===== config.mk =====
export PLATFORM = sky130hd
export DESIGN_NAME = moveRedirTop
export DESIGN_NICKNAME = d
export VERILOG_FILES = /design/src/rtl/moveRedirPkg.sv /design/src/rtl/moveRedirCtrl.sv /design/src/rtl/moveRedirDatapath.sv /design/src/rtl/moveRedirTop.sv
export SDC_FILE = /design/constraint.sdc
export NUM_CORES = 1
export LEC_CHECK = 0
export ABC_AREA = 1
export CORE_AREA = 2 2 124 126
export DETAILED_ROUTE_END_ITERATION = 16
export DIE_AREA = 0 0 126 128
export PLACE_DENSITY = 0.67
export SYNTH_ARGS = -nofsm -noshare
export SYNTH_HDL_FRONTEND = slang
export SYNTH_SLANG_ARGS = --single-unit
export TNS_END_PERCENT = 30

===== constraint.sdc =====
create_clock -name clk -period 2 [get_ports clk]
set_clock_uncertainty 0.1 [all_clocks]
set_input_delay 0.4 -clock clk [delete_from_list [all_inputs] [get_ports clk]]
set_output_delay 0.4 -clock clk [all_outputs]
set_load 0.01 [all_outputs]

===== src/rtl/moveRedirPkg.sv =====
package moveRedirPkg;
  localparam int ADDR_W = 8;
  localparam int DATA_W = 8;

  // strobes passed from control to datapath
  typedef struct packed {
    logic writeEn;
  } ctrlStrobes_t;
endpackage


===== src/rtl/moveRedirCtrl.sv =====
module moveRedirCtrl
  import moveRedirPkg::*;
(
  input  logic         clk,
  input  logic         rstN,
  output ctrlStrobes_t ctrl,
  output logic         wrPhase
);
  logic phaseQ;

  always_ff @(posedge clk) begin
    if (!rstN) phaseQ <= 1'b0;
    else       phaseQ <= ~phaseQ;
  end

  assign wrPhase      = phaseQ;
  assign ctrl.writeEn = phaseQ;

  AST_PHASE_ALTERNATES: assert property (@(posedge clk) disable iff (!rstN)
    1'b1 |=> (wrPhase != $past(wrPhase)));
endmodule


===== src/rtl/moveRedirDatapath.sv =====
module moveRedirDatapath
  import moveRedirPkg::*;
#(
  parameter int                 NUM_REGS      = 4,
  parameter logic [ADDR_W-1:0]  PTR_ADDR      = 8'hFE,
  parameter logic [ADDR_W-1:0]  PTR_DATA_ADDR = 8'hFF,
  parameter logic [ADDR_W-1:0]  SINK_ADDR     = 8'h00
) (
  input  logic                       clk,
  input  logic                       rstN,
  input  ctrlStrobes_t               ctrl,
  input  logic [ADDR_W-1:0]          dstAddr,
  input  logic [DATA_W-1:0]          busData,
  output logic [ADDR_W-1:0]          effAddr,
  output logic [(1<<ADDR_W)-1:0]     wrStrobe,
  output logic [ADDR_W-1:0]          ptrValue,
  output logic [NUM_REGS*DATA_W-1:0] regView
);
  localparam int NUM_DEST = 1 << ADDR_W;

  logic [ADDR_W-1:0] ptrQ;
  logic              isIndirect;

  // redirect mux: no register on this path
  assign isIndirect = (dstAddr == PTR_DATA_ADDR);
  always_comb begin
    if (!isIndirect)                 effAddr = dstAddr;
    else if (ptrQ == PTR_DATA_ADDR)  effAddr = SINK_ADDR;
    else                             effAddr = ptrQ;
  end

  // one-hot decode of the effective destination
  for (genvar a = 0; a < NUM_DEST; a++) begin : g_strobe
    assign wrStrobe[a] = ctrl.writeEn && (effAddr == ADDR_W'(a));
  end

  always_ff @(posedge clk) begin
    if (!rstN)                      ptrQ <= '0;
    else if (wrStrobe[PTR_ADDR])    ptrQ <= busData;
  end
  assign ptrValue = ptrQ;

  // observed low registers; the sink keeps nothing
  assign regView[DATA_W-1:0] = '0;
  for (genvar k = 1; k < NUM_REGS; k++) begin : g_reg
    logic [DATA_W-1:0] regQ;
    always_ff @(posedge clk) begin
      if (!rstN)            regQ <= '0;
      else if (wrStrobe[k]) regQ <= busData;
    end
    assign regView[k*DATA_W +: DATA_W] = regQ;
  end

  AST_STROBE_QUIET_READ: assert property (@(posedge clk) disable iff (!rstN)
    !ctrl.writeEn |-> (wrStrobe == '0));
  AST_STROBE_SINGLE: assert property (@(posedge clk) disable iff (!rstN)
    ctrl.writeEn |-> ($countones(wrStrobe) == 1));
  AST_PASS_THROUGH: assert property (@(posedge clk) disable iff (!rstN)
    (dstAddr != PTR_DATA_ADDR) |-> (effAddr == dstAddr));
  AST_NO_DOUBLE_REDIRECT: assert property (@(posedge clk) disable iff (!rstN)
    (dstAddr == PTR_DATA_ADDR) |-> (effAddr != PTR_DATA_ADDR));
  AST_PTR_LOAD: assert property (@(posedge clk) disable iff (!rstN)
    (ctrl.writeEn && effAddr == PTR_ADDR) |=> (ptrQ == $past(busData)));
  AST_PTR_HOLD: assert property (@(posedge clk) disable iff (!rstN)
    !(ctrl.writeEn && effAddr == PTR_ADDR) |=> $stable(ptrQ));
  AST_SINK_ZERO: assert property (@(posedge clk) disable iff (!rstN)
    1'b1 |-> (regView[DATA_W-1:0] == '0));
endmodule


===== src/rtl/moveRedirTop.sv =====
module moveRedirTop
  import moveRedirPkg::*;
#(
  parameter int NUM_REGS = 4
) (
  input  logic                       clk,
  input  logic                       rstN,
  input  logic [7:0]                 dstAddr,
  input  logic [7:0]                 busData,
  output logic [7:0]                 effAddr,
  output logic                       wrPhase,
  output logic [255:0]               wrStrobe,
  output logic [7:0]                 ptrValue,
  output logic [NUM_REGS*8-1:0]      regView
);
  ctrlStrobes_t ctrl;

  moveRedirCtrl u_ctrl (
    .clk     (clk),
    .rstN    (rstN),
    .ctrl    (ctrl),
    .wrPhase (wrPhase)
  );

  moveRedirDatapath #(.NUM_REGS(NUM_REGS)) u_dp (
    .clk      (clk),
    .rstN     (rstN),
    .ctrl     (ctrl),
    .dstAddr  (dstAddr),
    .busData  (busData),
    .effAddr  (effAddr),
    .wrStrobe (wrStrobe),
    .ptrValue (ptrValue),
    .regView  (regView)
  );
endmodule


==> results.txt <==
The antenna violation net count after detailed routing is 0. The total standard cell area after synthesis came out at 3420 um^2. The width of the chip came out at 126 um. Global routing used 27.0% of the available tracks across all layers. The later-pin clock latency in the skew report came out at 0.28 ns.

The number of global-route vias before repair was 5628. The floorplan has 45 rows. The total I/O pin count is 323.

The kind of cell with the highest combined delay along the critical path is simple AND/OR/NAND/NOR gates. Together, buffers and inverters on the worst path number 6. The count of input and output buffers is 313. Timing analysis after detailed placement gives a worst setup slack of -1.33 ns. The final global-route overflow total came out at 0. The final reports fail on negative setup slack. Detailed placement ended at an HPWL of 14900 um. The number of buffers created by CTS came out at 5. The H-tree was split into 2 levels. The CTS tree is yes. The fill cell total of the finished layout came out at 1243. The total negative setup slack came out at -154.54 ns.

The routed design has 23800 um of wire. The area used by multi-input combinational logic came out at 3670 um^2. In this run, distinct cell masters in the synthesized netlist total 22.

Max-cap violations in this run came to 0. The total power of the final layout is 2310 uW. The number of antenna violations at the first check in global routing is 0. The number of nets at the end of the flow is 1148. Summed over all instances, the cell type with the most area after synthesis is sky130_fd_sc_hd__nor2_1. The number of slew-limit violations in the final report came out at 0.

The share of the yosys chip area belonging to registers came out at 19.3%. The synthesized design devotes to its leading area cell type 36.1% of total area. Setup repair after global routing could not meet its margin everywhere.

The top achievable clock speed came out at 0.372 GHz. The count of endpoints failing setup in the final report came out at 296. The most used flip-flop cell after synthesis is sky130_fd_sc_hd__dfxtp_1. The final RePlAce weighted congestion is 0.844.

The run finished, with violations left. The required time at the worst-slack endpoint is 1.50 ns. The cell count of the worst reg-to-reg path is 17.

The wire length per cell after detailed routing came out at 18.0 um. In the layout the commonest cells are 162 x sky130_fd_sc_hd__nor2_1, 129 x sky130_fd_sc_hd__buf_4, 119 x sky130_fd_sc_hd__buf_2. The first-iteration detailed-routing DRC count is 281. The DRC violation count after routing came out at 0.

Relative to the synthesized area, the layout overhead comes to 189%. The peak supply drop came out at 0.708 mV. The critical path goes through nand2_2 > nor2_4 > nand2_4 > nand2_2 > nand2_2 > nand2_4 > buf_6 > nand2_8 > buf_6 > nor2_8 > buf_12 > inv_12 > buf_4 > nor2_2 > buf_2. The maximum number of buffers from clock root to sink is 2. The fraction of the cycle the final worst path needs is 135%. Across the whole layout, storage elements account for 672 um^2. Cells fill 66.4% of the core in the end. For this design, the slowest cell found on the critical path is sky130_fd_sc_hd__dfxtp_2.

The final hold violation count came out at 0. The Yosys step of the flow raised 0 warnings. The antenna diode count came out at 0. In this run the worst hold path is classified as reg2reg. The die covers 16100 um^2.

The library cell used most frequently in the layout, excluding fill and tap cells, is sky130_fd_sc_hd__nor2_1. The post-route netlist has 67.0% of its cells at a drive strength greater than 1. The clock period minus final worst setup slack is 2.69 ns. The worst setup path is launched from a register. The arrival time at the worst endpoint is 2.19 ns.

The cell sitting at the root of the clock tree is a sky130_fd_sc_hd__clkbuf_16. The type of the worst setup path is reg2out. After synthesis the netlist holds a flip-flop and latch count of 33. Once the floorplan was initialized, standard cells occupied 23.0% of the core.

The vertical die dimension is 128 um. The length of the first detailed-routing pass in iterations came out at 4. Along the worst hold path, the cell count comes to 2. The total number of cells along the worst setup path came out at 15. The clock slew at the register clock pins of the worst setup and hold paths is 0.06 ns. The final instance count without filler cells came out at 1319. The static power due to leakage is 0.00453 uW. The wire length of the first global-routing pass came out at 34200 um. The power density over the cells is 234 nW/um^2. Counting every instance in the synthesized netlist gives 622. In the routed layout, each cell is associated on average with a via count of 4.48.

After synthesis, the share of flip-flops with an asynchronous set or reset is 0%. The post-synthesis average cell area came out at 5.49 um^2. Once placement completed, the tool counted placed cells totaling 1181. The highest fanout seen on the critical path is 8. Sorting the synthesized cells by area gives the leading types as sky130_fd_sc_hd__nor2_1 36%, sky130_fd_sc_hd__dfxtp_1 19%, sky130_fd_sc_hd__nand2_1 8.6%. The post-cts hold buffer count came out at 0. The via total after detailed routing came out at 5910. The stage delay of the slowest cell on the critical path came out at 0.33 ns. The cell that appears most often on the critical path is sky130_fd_sc_hd__nand2_2. Entering global routing, the biggest net connects 34 pins. The final setup slack of the worst path came out at -0.690 ns. The standard cell core area came out at 14900 um^2. In this run, synthesis inferred 0 flip-flops with an integrated enable.

The worst setup path is captured at an output pin. The clock sink total came out at 33.
-- timing repair --
action	CTS	global route
gates cloned	16	0
endpoints found under the setup margin	296	296
pin swaps	75	28
buffers inserted	82	32
gates resized for setup	875	303
-- area by class of cell --
type | instances | area share [%]
Tap cell | 188 | 2.38
Sequential cell | 33 | 6.81
Multi-Input combinational cell | 509 | 37.2
Inverter | 40 | 2.07
Timing Repair inverter | 1 | 0.165
Clock inverter | 3 | 0.178
Timing Repair Buffer | 540 | 49.9
Clock buffer | 5 | 1.27
-- routing by layer --
| metal | share of wire, % | GRT usage, % |
|---|---|---|
| met4 | 2.7 | 8.86 |
| met1 | 37 | 30.1 |
| met2 | 54 | 51.0 |
| met5 | 0 | 0 |
| met3 | 6.4 | 5.76 |
-- synthesized netlist by cell type, types with 5 or more instances --
cell	number
sky130_fd_sc_hd__nand2_4	15
sky130_fd_sc_hd__nand4_1	26
sky130_fd_sc_hd__buf_4	12
sky130_fd_sc_hd__nand2_1	78
sky130_fd_sc_hd__nor2_1	329
sky130_fd_sc_hd__dfxtp_1	33
sky130_fd_sc_hd__buf_2	33
sky130_fd_sc_hd__nor2_4	5
sky130_fd_sc_hd__inv_2	5
sky130_fd_sc_hd__nand2_2	16
sky130_fd_sc_hd__inv_1	34
sky130_fd_sc_hd__nand3_1	9
sky130_fd_sc_hd__nor2_8	8
-- tightest hold or removal path: cells and delay by family, from the launching register on --
kind / cells / cell delay, ns
and+or+nand+nor: 2 / 0.12
DFF: 1 / 0.32
-- through the flow --
stage / area (um^2) / hold WS [ns]
floorplan: 4270 / 0.403
global placement: 8210 / 0.363
detailed placement: 8210 / 0.372
CTS: 9710 / 0.384
global route: 9870 / 0.398
finish: 9870 / 0.380
-- where the power goes --
part | internal (uW) | total (uW) | switching (uW)
logic | 413 | 897 | 485
registers | 660 | 663 | 2.74
clock network | 456 | 745 | 290
total | 1530 | 2310 | 777
-- flip-flops by register name (all words and copies together), names as in the netlist --
register and flops:
u_dp.g.regQ 24, u_ctrl.ctrl 1, u_dp.ptrValue 8
-- final timing paths --
check / end / startpoint / slack (ns)
worst max-delay path: wrStrobe[0] / u_dp.ptrValue[6] / -0.69
worst min-delay path: u_dp.g_reg[3].regQ[0] / u_dp.g_reg[3].regQ[0] / 0.38
worst max register to register: u_dp.g_reg[2].regQ[1] / u_dp.ptrValue[6] / -0.27
worst min register to register: u_dp.g_reg[3].regQ[0] / u_dp.g_reg[3].regQ[0] / 0.38
-- cell families (layout without fill, tap and decap cells) --
kind of cell	after synthesis	in the layout	synth area share [%]
flip-flops	33	33	19.3
AND/OR/NAND/NOR	496	500	67.6
other	1	9	0.110
buffers and inverters	92	589	12.9
No activity file was read; power rests on OpenSTA's default activity.
